[config.mk]
export PLATFORM = sky130hd
export DESIGN_NAME = stereo_vol_peak
export DESIGN_NICKNAME = d
export VERILOG_FILES = /design/src/rtl/svp_pkg.sv /design/src/rtl/svp_gain_latch.sv /design/src/rtl/svp_scaler.sv /design/src/rtl/svp_peak.sv /design/src/rtl/stereo_vol_peak.sv
export SDC_FILE = /design/constraint.sdc
export NUM_CORES = 1
export LEC_CHECK = 0
export CAP_MARGIN = 20
export CORE_UTILIZATION = 45
export CTS_CLUSTER_DIAMETER = 40
export DETAILED_ROUTE_END_ITERATION = 6
export GPL_ROUTABILITY_DRIVEN = 0
export GPL_TIMING_DRIVEN = 1
export PLACE_DENSITY = 0.61
export SETUP_SLACK_MARGIN = 0.1
export SLEW_MARGIN = 20
export SYNTH_ARGS = -nofsm -noshare
export SYNTH_HDL_FRONTEND = slang
export SYNTH_HIERARCHICAL = 1
export SYNTH_SLANG_ARGS = --single-unit
[constraint.sdc]
create_clock -name clk -period 11.8 [get_ports clk]
set_clock_uncertainty 0.05 [all_clocks]
set_input_delay 2.95 -clock clk [delete_from_list [all_inputs] [get_ports clk]]
set_output_delay 2.95 -clock clk [all_outputs]
set_load 0.05 [all_outputs]
[src/rtl/svp_pkg.sv]
package svp_pkg;
  localparam int SAMPLE_W = 24;
  localparam int ATTEN_W  = 8;
  localparam int GAIN_W   = ATTEN_W + 2;
  localparam int PROD_W   = SAMPLE_W + GAIN_W;

  typedef logic signed [SAMPLE_W-1:0] sample_t;
  typedef logic        [ATTEN_W-1:0]  atten_t;

  // Linear gain (2^ATTEN_W - a) / 2^ATTEN_W, floor rounding via arithmetic shift.
  function automatic sample_t apply_atten(input sample_t s, input atten_t a);
    logic signed [GAIN_W-1:0] g;
    logic signed [PROD_W-1:0] p;
    g = GAIN_W'(1 << ATTEN_W) - $signed({2'b00, a});
    p = PROD_W'(s) * PROD_W'(g);
    return p[SAMPLE_W+ATTEN_W-1:ATTEN_W];
  endfunction

  // Absolute value with the most negative code saturated to the most positive.
  function automatic logic [SAMPLE_W-1:0] abs_sat(input sample_t s);
    if (s == {1'b1, {(SAMPLE_W-1){1'b0}}})
      return {1'b0, {(SAMPLE_W-1){1'b1}}};
    else if (s < 0)
      return SAMPLE_W'(-s);
    else
      return SAMPLE_W'(s);
  endfunction
endpackage

[src/rtl/svp_gain_latch.sv]
module svp_gain_latch
  import svp_pkg::*;
(
  input  logic   clk,
  input  logic   rst_n,
  input  logic   load,
  input  logic   side,
  input  atten_t atten_l,
  input  atten_t atten_r,
  output atten_t atten_sel
);
  atten_t eff_r_q;

  always_ff @(posedge clk) begin
    if (!rst_n)
      eff_r_q <= '0;
    else if (load)
      eff_r_q <= atten_r;
  end

  assign atten_sel = side ? eff_r_q : atten_l;


  pair_hold_chk: assert property (@(posedge clk) disable iff (!rst_n)
    !load |=> $stable(eff_r_q));
endmodule

[src/rtl/svp_scaler.sv]
module svp_scaler
  import svp_pkg::*;
(
  input  logic    clk,
  input  logic    rst_n,
  input  logic    in_valid,
  input  logic    in_side,
  input  sample_t in_sample,
  input  atten_t  atten,
  output logic    out_valid,
  output logic    out_side,
  output sample_t out_sample
);
  sample_t scaled;
  assign scaled = apply_atten(in_sample, atten);

  always_ff @(posedge clk) begin
    if (!rst_n) begin
      out_valid  <= 1'b0;
      out_side   <= 1'b0;
      out_sample <= '0;
    end else begin
      out_valid <= in_valid;
      if (in_valid) begin
        out_side   <= in_side;
        out_sample <= scaled;
      end
    end
  end


  valid_follow_chk: assert property (@(posedge clk) disable iff (!rst_n)
    in_valid |=> out_valid && out_side == $past(in_side));

  valid_idle_chk: assert property (@(posedge clk) disable iff (!rst_n)
    !in_valid |=> !out_valid);

  unity_pass_chk: assert property (@(posedge clk) disable iff (!rst_n)
    in_valid && atten == '0 |=> out_sample == $past(in_sample));
endmodule

[src/rtl/svp_peak.sv]
module svp_peak
  import svp_pkg::*;
(
  input  logic                clk,
  input  logic                rst_n,
  input  logic                smp_hit,
  input  sample_t             smp,
  input  logic                rd_clr,
  output logic [SAMPLE_W-1:0] peak_q
);
  logic [SAMPLE_W-1:0] mag;
  logic [SAMPLE_W-1:0] base;
  logic                grows;

  assign mag   = abs_sat(smp);
  assign base  = rd_clr ? '0 : peak_q;
  assign grows = smp_hit && (mag > base);

  always_ff @(posedge clk) begin
    if (!rst_n)
      peak_q <= '0;
    else if (grows)
      peak_q <= mag;
    else
      peak_q <= base;
  end


  clear_on_read_chk: assert property (@(posedge clk) disable iff (!rst_n)
    rd_clr && !smp_hit |=> peak_q == '0);

  peak_monotone_chk: assert property (@(posedge clk) disable iff (!rst_n)
    !rd_clr |=> peak_q >= $past(peak_q));

  read_reload_chk: assert property (@(posedge clk) disable iff (!rst_n)
    rd_clr && smp_hit |=> peak_q == $past(mag));

  peak_bound_chk: assert property (@(posedge clk) disable iff (!rst_n)
    peak_q[SAMPLE_W-1] == 1'b0);
endmodule

[src/rtl/stereo_vol_peak.sv]
module stereo_vol_peak
  import svp_pkg::*;
#(
  parameter int CHANNELS = 2
) (
  input  logic                clk,
  input  logic                rst_n,
  input  logic                in_valid,
  input  logic                in_side,
  input  logic [SAMPLE_W-1:0] in_sample,
  input  logic [ATTEN_W-1:0]  vol_atten_l,
  input  logic [ATTEN_W-1:0]  vol_atten_r,
  output logic                out_valid,
  output logic                out_side,
  output logic [SAMPLE_W-1:0] out_sample,
  input  logic                rd_en,
  input  logic                rd_sel,
  output logic [SAMPLE_W-1:0] rd_data
);
  atten_t              atten_sel;
  logic                left_accept;
  sample_t             out_s;
  logic [SAMPLE_W-1:0] peak [CHANNELS];

  assign left_accept = in_valid && !in_side;

  svp_gain_latch u_gain (
    .clk(clk), .rst_n(rst_n), .load(left_accept), .side(in_side),
    .atten_l(vol_atten_l), .atten_r(vol_atten_r), .atten_sel(atten_sel)
  );

  svp_scaler u_scale (
    .clk(clk), .rst_n(rst_n), .in_valid(in_valid), .in_side(in_side),
    .in_sample($signed(in_sample)), .atten(atten_sel),
    .out_valid(out_valid), .out_side(out_side), .out_sample(out_s)
  );
  assign out_sample = out_s;

  for (genvar c = 0; c < CHANNELS; c++) begin : g_ch
    logic hit, clr;
    assign hit = in_valid && (int'(in_side) == c);
    assign clr = rd_en && (int'(rd_sel) == c);
    svp_peak u_peak (
      .clk(clk), .rst_n(rst_n), .smp_hit(hit), .smp($signed(in_sample)),
      .rd_clr(clr), .peak_q(peak[c])
    );
  end

  always_ff @(posedge clk) begin
    if (!rst_n)
      rd_data <= '0;
    else if (rd_en)
      rd_data <= peak[rd_sel];
  end


  rd_hold_chk: assert property (@(posedge clk) disable iff (!rst_n)
    !rd_en |=> $stable(rd_data));

  other_keep_chk: assert property (@(posedge clk) disable iff (!rst_n)
    rd_en && !rd_sel && !in_valid |=> peak[1] == $past(peak[1]));
endmodule

======== Word level (Yosys, flattened, before mapping) ========
Cells that the tools add are included.
operators by class
  reductions and logical operators ........ 8
  equal/unequal tests ..................... 1
  $mul .................................... 1
  muxes and demuxes ....................... 10
  $add $sub $neg .......................... 2
  $lt $le $gt $ge ......................... 4
  bitwise logic cells ..................... 3
operators by type and width
  cell                  count
  $mux 24               9
  $gt 24x24->1          2
  $mul 24x10->32        1
  $eq 24x24->1 const B  1
  $lt 24x1->1 const B   1
  $neg 24->24           1
  $sub 9x8->10 const A  1
  $mux 8                1
  $logic_and 1x1->1     7
  $ge 2x2->1 const B    1
  $not 1->1             2
  $not 1->2             1
  $logic_not 1->1       1
storage, ports and cells
  bits of input ports ..................... 46
  word-level logic and storage cells ...... 36
  register bits ........................... 106
  output and inout bits ................... 50

======== Depth between registers and ports, before layout ========
Gate-level depths: netlist (run 1).
  depth after elaboration ................. 6
  mapped depth ............................ 28

======== Cells and area by module ========
Netlist (run 1), hierarchy kept.
modules (own cells, without submodules)
  module           cells an instance  times used  area an instance (sq um)
  svp_scaler       875                1           7966.4
  svp_peak         289                2           2331.0
  stereo_vol_peak  110                1           1066.0
  svp_gain_latch   34                 1           432.9

======== Worst setup path after synthesis (run 1) ========
Ideal clock, no wire load.
  kind .................................... input port to flip-flop
  from .................................... input port in_side
  to ...................................... register u_scale.out_sample[18]
  required time ........................... 11.627 ns
  setup time .............................. 0.123 ns
  data arrival time ....................... 9.141 ns
  setup slack ............................. 2.486 ns
  stages on the path ...................... 27
  cells stage by stage .................... buf_6 -> mux2_4 -> buf_2 -> clkbuf_1 -> inv_1 -> ha_1 -> xnor2_1 -> clkbuf_1 -> nand2_1 -> fa_1 -> inv_1 -> fa_1 -> fa_1 -> fa_1 -> inv_1 -> fa_1 -> inv_1 -> ha_1 -> clkbuf_1 -> and3_1 -> a22oi_1 -> o211ai_1 -> o211ai_1 -> o221ai_1 -> a31oi_1 -> xor2_1 -> o21ai_0
on the way
  longest elaborated chain between the ends .. 3
ends and longest elaborated chain
  what                    RTL line               source
  start: declaration      stereo_vol_peak.sv:9   input logic in_side,
  $mux 8                  svp_gain_latch.sv:21   assign atten_sel = side ? eff_r_q : atten_l;
  net atten_sel[0]        stereo_vol_peak.sv:20  atten_t atten_sel;
  $sub 9x8->10            svp_pkg.sv:14          g = GAIN_W'(1 << ATTEN_W) - $signed({2'b00, a});
  $mul 24x10->32          svp_pkg.sv:15          p = PROD_W'(s) * PROD_W'(g);
  end signal: assignment  svp_scaler.sv:26       out_sample <= scaled;
  end: declaration        svp_scaler.sv:12       output sample_t out_sample
The timed path passes the listed nets, and every way through them passes these cells.
A chain may end at the register's enable or synchronous reset.

======== Final worst setup path (run 1) ========
Ends and elaborated chain as after synthesis.

==> results.txt, run 1 <==
Final cell count without fillers: 2044
Hold Crit Class: reg -> reg
Worst Path Arrival: 10.46 ns
Die H: 179 um
Hold Crit Depth: 2
CP max stage cell: xnor2_2
Placed Cells: 2027
Final hold violations: 0
Fraction of synthesized cell area taken by the top area cell type: 0.241
Syn_nets: 1930
CTS tree: built
Worst Path Required: 12.00 ns
CTS Root Cell: clkbuf_16
Fin nets: 1976
Largest net degree at the start of global routing: 62
Mapped Area: 14100 um^2
Lkg Pwr: 7.10 nW
Hold_buf cts: 0
Setup crit start: in_side
Vias in the first global route: 11500
# IOs: 96
Worst path cell trace: clkdlybuf4s50_1 > mux2_4 > inv_1 > ha_1 > xnor2_2 > nand2_1 > fa_1 > inv_1 > fa_1 > fa_1 > fa_1 > inv_1 > fa_1 > inv_1 > ha_1 > a211o_1 > a211oi_1 > o211ai_1 > o211ai_1 > o221ai_1 > a31oi_1 > xor2_1 > o21ai_0
Post-CTS setup buffer count: 0
Max Cap Violations: 0
Total global-route track usage: 0.234
Synthesized instance count: 1597
Period utilization: 0.869
DR iter-0 viols: 632
Vias: 11400
Number of port buffers: 95
Sink Count: 106
Worst reg2reg path depth: 22
Asr flop ratio synth: 0
Number of placement rows: 64
Startpoint Class: primary input
DRT antenna net count: 0
Hpwl dp: 27.3 mm
Die X: 179 um
Layout area overhead: 10.9%
Flops & latches, synth: 106
Critical R2R Launch: u_gain/eff_r_q[0]
Layout cell share with drive strength beyond 1: 0.0528
Setup violations, final: 0
Max incr delay on CP: 0.89 ns
Register clock-pin slew on the reported worst setup and hold paths: 0.08 ns
TNS Setup: 0 ns
Min-Delay Startpoint: u_scale/out_sample[9]
Final Max Slew Viols: 0
YS warnings: 6
Seq/Total Area, Yosys: 0.150
Router iterations before antenna repair: 7
Initial Util: 0.459
Final Util: 0.510
Max-slew headroom: 0.252
Final instance area: 15700 um^2
Fill count: 2957
CTS max path bufs: 2
Slack of the worst reg-to-reg path: 4.74 ns
Pwr Density: 279 nW/um^2
WL final: 35.7 mm
Inserted Diodes: 0
Cell taking the most area after synthesis: fa_1
CTS buffer count: 9
Period minus WS final: 10.26 ns
Antenna violations before repair: 0
Failing checks: design-rule violations
Post-synthesis average cell area: 8.85 um^2
Status: finished with violations
Die ar.: 32100 um^2
Via/cell ratio: 5.58
Post-synth EDFFs: 0
Crit. End Element: flop
R2r endpoint: u_scale/out_sample[18]
Total number of H-tree levels: 3
Global-route wire length before repair: 58.7 mm
Clock latency on the worst-skew pair: 0.37 ns
Tightest Pin Transition: 1.12 ns
# DRC: 8
Setup CP Type: in -> reg
Hold EP: u_scale/out_sample[9]
Core ar.: 30700 um^2
DP Area: 15300 um^2
Area contributors post-synth: fa_1 24%, dfxtp_1 15%, ha_1 10%
Crit-path max FO: 26
Top cell by count, worst path: fa_1
Resized cells post-CTS: 0
Netlist cell types: 70
Peak VDD IR: 229 uV
Unrepaired setup endpoints after global routing: false
FMAX: 97.5 MHz
Gr ovfl total: 0
WL per Instance: 17.5 um
Most used DFF post-synth: dfxtp_1
==> Yosys cell counts, types with 20 or more instances <==
cell type and number:
a21oi_1 74, and2_1 122, clkbuf_1 60, dfxtp_1 106, fa_1 170, ha_1 117
inv_1 194, mux2i_1 48, nand2_1 148, nand2b_1 50, nand3_1 21, nand4_1 24
nor2_1 33, nor2b_1 20, o21ai_0 71, o311a_1 22, or3_1 22, xnor2_1 20
xor2_1 32
==> cell type report <==
type | instances | area [um^2] | area share
inverter | 195 | 732 | 0.0467
clock inverter | 6 | 80.1 | 0.00511
timing repair buffer | 118 | 1130 | 0.0719
sequential | 106 | 2120 | 0.135
multi-input combinational | 1213 | 10900 | 0.695
clock buffer | 10 | 229 | 0.0146
tap | 396 | 495 | 0.0316
==> worst max-delay path: cells and delay by family <==
kind / cells / cell delay [ns]
fa+ha+maj: 7 / 3.14
mux: 1 / 0.46
compound gates: 7 / 1.61
buf+inv: 5 / 1.06
xor+xnor: 2 / 1.04
simple gates: 1 / 0.18
==> worst max-delay path by stage <==
stage	to	slack, ns	cells past startpoint
finish	u_scale/out_sample[18]	1.54	23
floorplan	u_scale/out_sample[18]	2.49	27
global placement	u_scale/out_sample[18]	1.29	23
detailed placement	u_scale/out_sample[18]	1.15	23
CTS	u_scale/out_sample[18]	1.55	23
global route	u_scale/out_sample[18]	1.14	23
==> placed cells by master, fill, tap and decap left out, types with 24 or more instances in the layout <==
| cell type | count |
|---|---|
| a21oi_1 | 74 |
| and2_1 | 122 |
| clkdlybuf4s50_1 | 93 |
| dfxtp_1 | 106 |
| fa_1 | 170 |
| ha_1 | 117 |
| inv_1 | 194 |
| mux2i_1 | 48 |
| nand2_1 | 148 |
| nand2b_1 | 50 |
| nand4_1 | 24 |
| nor2_1 | 33 |
| o21ai_0 | 71 |
| xor2_1 | 31 |
==> stage by stage <==
step                      setup slack, ns  power [mW]  hold slack (ns)
after floorplan                      2.49        3.29            0.433
after global placement               1.29        4.01            0.398
after detailed placement             1.15        4.08            0.401
after CTS                            1.55        4.43            0.420
after global routing                 1.14        4.91            0.456
final                                1.54        4.38            0.415
==> flip-flops by register name, indices dropped and copies added, names as in the netlist <==
register,cells
g_ch.u_peak/peak_q,48
rd_data,24
u_scale/out_sample,24
u_gain/eff_r_q,8
u_scale/out_side,1
u_scale/out_valid,1
==> power by group <==
group          leakage [nW]  total, mW  internal, mW  switching [mW]
Combinational          6.08       3.62          1.54            2.07
Clock                 0.149      0.328         0.170           0.158
Sequential            0.870      0.434         0.412          0.0220
==> cell families after synthesis <==
group | synth area share
compound gates | 0.151
buf+inv | 0.0807
mux | 0.0425
simple gates | 0.199
fa+ha+maj | 0.345
flops | 0.150
xor+xnor | 0.0322
==> routing by layer <==
layer	global-route usage	wire [um]	vias up
met5	0	0	-
li1	-	-	5485
met4	0.0679	640	0
met2	0.386	17000	239
met1	0.323	16600	5642
met3	0.0261	1430	32
(Power assumes the default switching activity.)
==> run 2: changes to the inputs <==
--- a/config.mk
+++ b/config.mk
@@ -5,13 +5,14 @@
 export SDC_FILE = /design/constraint.sdc
 export NUM_CORES = 1
 export LEC_CHECK = 0
+export ABC_AREA = 1
 export CAP_MARGIN = 20
 export CORE_UTILIZATION = 45
 export CTS_CLUSTER_DIAMETER = 40
 export DETAILED_ROUTE_END_ITERATION = 6
 export GPL_ROUTABILITY_DRIVEN = 0
 export GPL_TIMING_DRIVEN = 1
-export PLACE_DENSITY = 0.61
+export PLACE_DENSITY = 0.6
 export SETUP_SLACK_MARGIN = 0.1
 export SLEW_MARGIN = 20
 export SYNTH_ARGS = -nofsm -noshare
==> results.txt, run 2 <==
Die H: 189 um (+5.7%)
Worst reg2reg path depth: 30 (+36%)
Peak VDD IR: 457 uV (+99%)
Sequential share of power: 0.085 (-0.014)
# DRC: 0 (-8)
CTS max path bufs: 2 (unchanged)
WL final: 46.1 mm (+29%)
Slack of the worst reg-to-reg path: 4.63 ns (-0.11 ns)
Post-synth EDFFs: 0 (unchanged)
FMAX: 97.3 MHz (-0.20%)
Post-CTS setup buffer count: 0 (unchanged)
Clock Power Share: 0.061 (-0.014)
Number of port buffers: 95 (unchanged)
Fraction of synthesized cell area taken by the top area cell type: 0.215 (-0.0255)
Combinational share of power: 0.855 (+0.029)
Hpwl dp: 36.8 mm (+35%)
Crit-path max FO: 26 (unchanged)
Tightest Pin Transition: 1.04 ns (-0.0778 ns)
Critical R2R Launch: u_gain/eff_r_q[0]
Hold Crit Depth: 2 (unchanged)
Layout area overhead: 9.16%
Setup CP Type: in -> reg
Vias: 14700 (+29%)
Largest net degree at the start of global routing: 64 (+3.2%)
Flops & latches, synth: 106 (unchanged)
# IOs: 96 (unchanged)
YS warnings: 6 (unchanged)
Fin nets: 2760 (+40%)
Via/cell ratio: 5.08 (-8.9%)
Crit. End Element: flop
CTS buffer count: 9 (unchanged)
Max reg flops: 48 (unchanged)
Final Max Slew Viols: 0 (unchanged)
Period minus WS final: 10.28 ns (+0.0210 ns)
Cell taking the most area after synthesis: fa_1
Sink Count: 106 (unchanged)
Gr ovfl total: 0 (unchanged)
Register clock-pin slew on the reported worst setup and hold paths: 0.08 ns (about the same)
Syn_nets: 2715 (+41%)
Max Cap Violations: 0 (unchanged)
DR iter-0 viols: 782 (+24%)
Antenna violations before repair: 0 (unchanged)
Asr flop ratio synth: 0 (unchanged)
Final hold violations: 0 (unchanged)
Sw Ratio: 0.599 (+0.0847)
Worst Path Arrival: 10.51 ns (+0.05 ns)
Setup violations, final: 0 (unchanged)
Startpoint Class: primary input
Post-synthesis average cell area: 6.63 um^2 (-25%)
Regs by FF count: g_ch.u_peak/peak_q (48), rd_data (24), u_scale/out_sample (24)
Max-slew headroom: 0.308 (+0.0556)
CP max stage cell: clkdlybuf4s50_1
Hold_buf cts: 0 (unchanged)
Hold EP: u_gain/eff_r_q[0]
Initial Util: 0.457 (-0.00206)
Most used DFF post-synth: dfxtp_1
Lkg Pwr: 9.60 nW (+35%)
Worst Hold Slack: 0.428 ns (+0.0127 ns)
CTS Root Cell: clkbuf_16
Router iterations before antenna repair: 6 (-1)
Status: finished, final reports clean
Most frequent cell after synthesis: nand2_1
Number of placement rows: 68 (+6.3%)
Core ar.: 34500 um^2 (+12%)
Most frequent cells in the layout: 637 x nand2_1, 438 x inv_1, 372 x nor2_1
R2r endpoint: u_scale/out_sample[8]
Most flops, register: g_ch.u_peak/peak_q
CTS tree: built
Netlist cell types: 51 (-27%)
Int Power: 2.10 mW (-1.3%)
Most common cell after layout, fill and taps aside: nand2_1
Seq/Total Area, Yosys: 0.134 (-0.0159)
Total global-route track usage: 0.269 (+0.0348)
Unrepaired setup endpoints after global routing: false
Min-Delay Startpoint: u_gain/eff_r_q[0]
Inserted Diodes: 0 (unchanged)
Hold Crit Class: reg -> reg
Worst Path Required: 12.03 ns (+0.03 ns)
Max incr delay on CP: 0.83 ns (-0.06 ns)
Vias in the first global route: 14500 (+27%)
Area contributors post-synth: fa_1 22%, nand2_1 15%, dfxtp_1 13%
Layout cell share with drive strength beyond 1: 0.0563 (+0.00354)
Period utilization: 0.871 (+0.00178)
Mapped Area: 15800 um^2 (+12%)
Resized cells post-CTS: 0 (unchanged)
Top cell by count, worst path: nand2_1
Total number of H-tree levels: 3 (unchanged)
WL per Instance: 16.0 um (-8.7%)
DRT antenna net count: 0 (unchanged)
Net Sw Power: 3.13 mW (+39%)
Synthesized instance count: 2382 (+49%)
Pwr Density: 303 nW/um^2 (+8.6%)
Most frequent cells after synthesis: 637 x nand2_1, 438 x inv_1, 372 x nor2_1
Die X: 189 um (+5.7%)
Die ar.: 35900 um^2 (+12%)
TNS Setup: 0 ns (unchanged)
Global-route wire length before repair: 75.7 mm (+29%)
Clock latency on the worst-skew pair: 0.40 ns (+0.03 ns)
## run 2: changes by cell type in the layout (fill, tap and decap cells not counted), sizes merged, moves of 48 or more
| cell | delta |
|---|---|
| and2 | -119 |
| inv | +264 |
| mux2i | -48 |
| nand2 | +513 |
| nand2b | -50 |
| nand3 | +168 |
| nor2 | +356 |
## run 2: cells by family (layout without fill, tap and decap cells)
family                     count (synthesis)  after routing  share of synthesized area
and+or+nand+nor                         1290           1290                      0.358
buffers and inverters                    530            580                      0.136
adders and majority gates                287            287                      0.308
AOI/OAI and AO/OA                        157            157                     0.0563
DFF                                      106            106                      0.134
xor gates and xnor gates                  12             12                    0.00665
## run 2: critical path: cells and delay by family
kind            cells  cell delay [ns]
fa+ha+maj           7             3.14
simple gates       12             2.01
buf+inv             8             1.73
compound gates      4             0.66
## run 2: through the flow
step	worst slack, ns	total power [mW]	cell area (um^2)	std cells	util
floorplan	3.42	3.71	15800	2382	-
global placement	1.37	4.89	16900	2871	0.491
detailed placement	1.19	4.88	16900	2871	0.491
CTS	1.57	5.23	17200	2887	0.499
global route	1.01	5.87	17200	2887	0.499
finish	1.52	5.23	17200	2887	0.499
## run 2: layout make-up
type | instances | area [um^2]
Fill cell | 3645 | 17300
Clock buffer | 10 | 239
Sequential cell | 106 | 2120
Timing Repair Buffer | 103 | 996
Tap cell | 455 | 569
Inverter | 461 | 1730
Clock inverter | 6 | 58.8
Multi-Input combinational cell | 1746 | 11500
## run 2: how the worst max path moves through the flow
stage	start	to	cells after the start	slack (ns)
2_1_floorplan	in_side	u_scale/out_sample[21]	35	3.42
3_3_place_gp	in_side	u_scale/out_sample[6]	29	1.37
3_5_place_dp	in_side	u_scale/out_sample[8]	31	1.19
4_1_cts	in_side	u_scale/out_sample[8]	31	1.57
5_1_grt	in_side	u_scale/out_sample[8]	31	1.01
6_report	in_side	u_scale/out_sample[8]	31	1.52
## run 2: power groups by stage
stage / combinational (mW) / clock [mW] / sequential, mW
floorplan: 3.15 / 0 / 0.559
global placement: 4.44 / 0 / 0.453
detailed placement: 4.43 / 0 / 0.452
CTS: 4.46 / 0.327 / 0.444
global route: 5.08 / 0.339 / 0.449
finish: 4.47 / 0.317 / 0.444
## run 2: per-layer routing
layer,track usage,wire [um]
met5,0,0
met4,0.0931,1240
met3,0.0315,1730
met2,0.484,23200
met1,0.330,19900
==> run 3: changes to the inputs <==
--- a/config.mk
+++ b/config.mk
@@ -7,14 +7,15 @@
 export LEC_CHECK = 0
 export ABC_AREA = 1
 export CAP_MARGIN = 20
+export CELL_PAD_IN_SITES_DETAIL_PLACEMENT = 0
+export CELL_PAD_IN_SITES_GLOBAL_PLACEMENT = 1
 export CORE_UTILIZATION = 45
 export CTS_CLUSTER_DIAMETER = 40
 export DETAILED_ROUTE_END_ITERATION = 6
 export GPL_ROUTABILITY_DRIVEN = 0
 export GPL_TIMING_DRIVEN = 1
-export PLACE_DENSITY = 0.6
+export PLACE_DENSITY = 0.8
 export SETUP_SLACK_MARGIN = 0.1
-export SLEW_MARGIN = 20
 export SYNTH_ARGS = -nofsm -noshare
 export SYNTH_HDL_FRONTEND = slang
 export SYNTH_HIERARCHICAL = 1
==> results.txt, run 3 (same netlist as run 2, synthesis figures left out) <==
CTS max path bufs: 2 (unchanged)
Most common cell after layout, fill and taps aside: nand2_1
Tightest Pin Transition: 0.998 ns (-0.0408 ns)
Worst Path Arrival: 10.44 ns (-0.07 ns)
Final Max Slew Viols: 0 (unchanged)
Gr ovfl total: 0 (unchanged)
Largest net degree at the start of global routing: 57 (-11%)
TNS Setup: 0 ns (unchanged)
Vias in the first global route: 14700 (+0.95%)
CTS buffer count: 9 (unchanged)
Clock latency on the worst-skew pair: 0.38 ns (-0.02 ns)
Max-slew headroom: 0.335 (+0.0272)
Startpoint Class: primary input
Number of placement rows: 68 (unchanged)
WL per Instance: 16.3 um (+1.9%)
Post-CTS setup buffer count: 0 (unchanged)
Period minus WS final: 10.23 ns (-0.0504 ns)
WL final: 46.9 mm (+1.9%)
Core ar.: 34500 um^2 (unchanged)
Number of port buffers: 95 (unchanged)
Fill count: 3614 (-0.85%)
Status: finished, final reports clean
Final Power: 5.26 mW (+0.58%)
Router iterations before antenna repair: 5 (-1)
Pwr Density: 305 nW/um^2 (+0.62%)
Peak VDD IR: 485 uV (+6.2%)
Final hold violations: 0 (unchanged)
Die H: 189 um (unchanged)
Setup violations, final: 0 (unchanged)
Max incr delay on CP: 0.86 ns (+0.03 ns)
Period utilization: 0.867 (-0.00427)
Most flops, register: g_ch.u_peak/peak_q
Total global-route track usage: 0.274 (+0.00505)
Register clock-pin slew on the reported worst setup and hold paths: 0.08 ns (about the same)
CP max stage cell: clkdlybuf4s50_1
Critical R2R Launch: u_gain/eff_r_q[0]
DR iter-0 viols: 934 (+19%)
Unrepaired setup endpoints after global routing: false
Die X: 189 um (unchanged)
Final Util: 0.499 (about the same)
CTS Root Cell: clkbuf_16
# IOs: 96 (unchanged)
Setup CP Type: in -> reg
Antenna violations before repair: 0 (unchanged)
Setup crit start: in_side
Worst Hold Slack: 0.428 ns (+0.000673 ns)
Via/cell ratio: 5.05 (-0.53%)
Initial Util: 0.457 (unchanged)
Layout cell share with drive strength beyond 1: 0.0571 (+0.000799)
DRT antenna net count: 0 (unchanged)
Global-route wire length before repair: 76.9 mm (+1.7%)
Sink Count: 106 (unchanged)
Max Cap Violations: 0 (unchanged)
Top cell by count, worst path: nand2_1
Total number of H-tree levels: 3 (unchanged)
Lkg Pwr: 9.60 nW (about the same)
Max reg flops: 48 (unchanged)
Hpwl dp: 37.8 mm (+2.9%)
Regs by FF count: g_ch.u_peak/peak_q (48), rd_data (24), u_scale/out_sample (24)
Hold_buf cts: 0 (unchanged)
Inserted Diodes: 0 (unchanged)
Min-Delay Startpoint: u_gain/eff_r_q[4]
Worst Path Required: 12.01 ns (-0.02 ns)
Fin nets: 2761 (+0.036%)
CTS tree: built
Crit-path max FO: 26 (unchanged)
Resized cells post-CTS: 0 (unchanged)
Die ar.: 35900 um^2 (unchanged)
Vias: 14600 (-0.50%)
Crit path setup slack, layout: 1.57 ns (+0.0504 ns)
FMAX: 97.8 MHz (+0.49%)
Crit. End Element: flop
# DRC: 0 (unchanged)
DP Worst Slack: 1.24 ns (+0.0432 ns)
Hold Crit Class: reg -> reg
Most frequent cells in the layout: 637 x nand2_1, 438 x inv_1, 372 x nor2_1
Layout area overhead: 9.11% (about the same)
==> run 3: changes by cell type in the layout (fill, tap and decap cells not counted), sizes merged <==
cell           change
buf                +2
inv                +1
clkinv             -1
clkbuf             -1
clkdlybuf4s50      -1
clkinvlp           +1
==> run 3: cell type report <==
type                       instances  area [um^2]  share of cell area
tap                              455          569              0.0330
multi-input combinational       1746        11500               0.669
inverter                         461         1730               0.101
clock buffer                       9          225              0.0131
timing repair buffer             104          998              0.0579
clock inverter                     7         62.6             0.00363
sequential                       106         2120               0.123
==> run 3: worst paths after layout <==
check                           to  slack, ns  cells past startpoint
min              u_gain/eff_r_q[4]       0.43                      2
min reg2reg      u_gain/eff_r_q[4]       0.43                      2
max reg2reg  u_scale/out_sample[8]       4.71                     30
max          u_scale/out_sample[8]       1.57                     31
==> run 3: critical path, delay by kind of cell <==
kind	cells	cell delay, ns
buf+inv	8	1.72
fa+ha+maj	7	3.15
simple gates	12	2.01
compound gates	4	0.59
==> run 3: metrics by stage <==
| stage | instances | cell area, um^2 |
|---|---|---|
| 3_3_place_gp | 2872 | 17000 |
| 3_5_place_dp | 2872 | 17000 |
| 6_report | 2888 | 17200 |
| 4_1_cts | 2888 | 17200 |
| 5_1_grt | 2888 | 17200 |
| 2_1_floorplan | 2382 | 15800 |
==> run 3: metal layers <==
metal | share of wire | track usage | vias to the layer above | routed length, um
li1 | - | - | 7305 | -
met1 | 0.42 | 0.328 | 6907 | 19900
met2 | 0.52 | 0.509 | 317 | 24300
met3 | 0.035 | 0.0271 | 61 | 1640
met4 | 0.025 | 0.0875 | 0 | 1160
met5 | 0 | 0 | - | 0
==> run 3: power breakdown <==
part           leakage, nW  switching (mW)  internal [mW]  total, mW
registers            0.869          0.0317          0.412      0.444
clock network        0.141           0.158          0.147      0.305
logic                 8.59            2.97           1.54       4.51
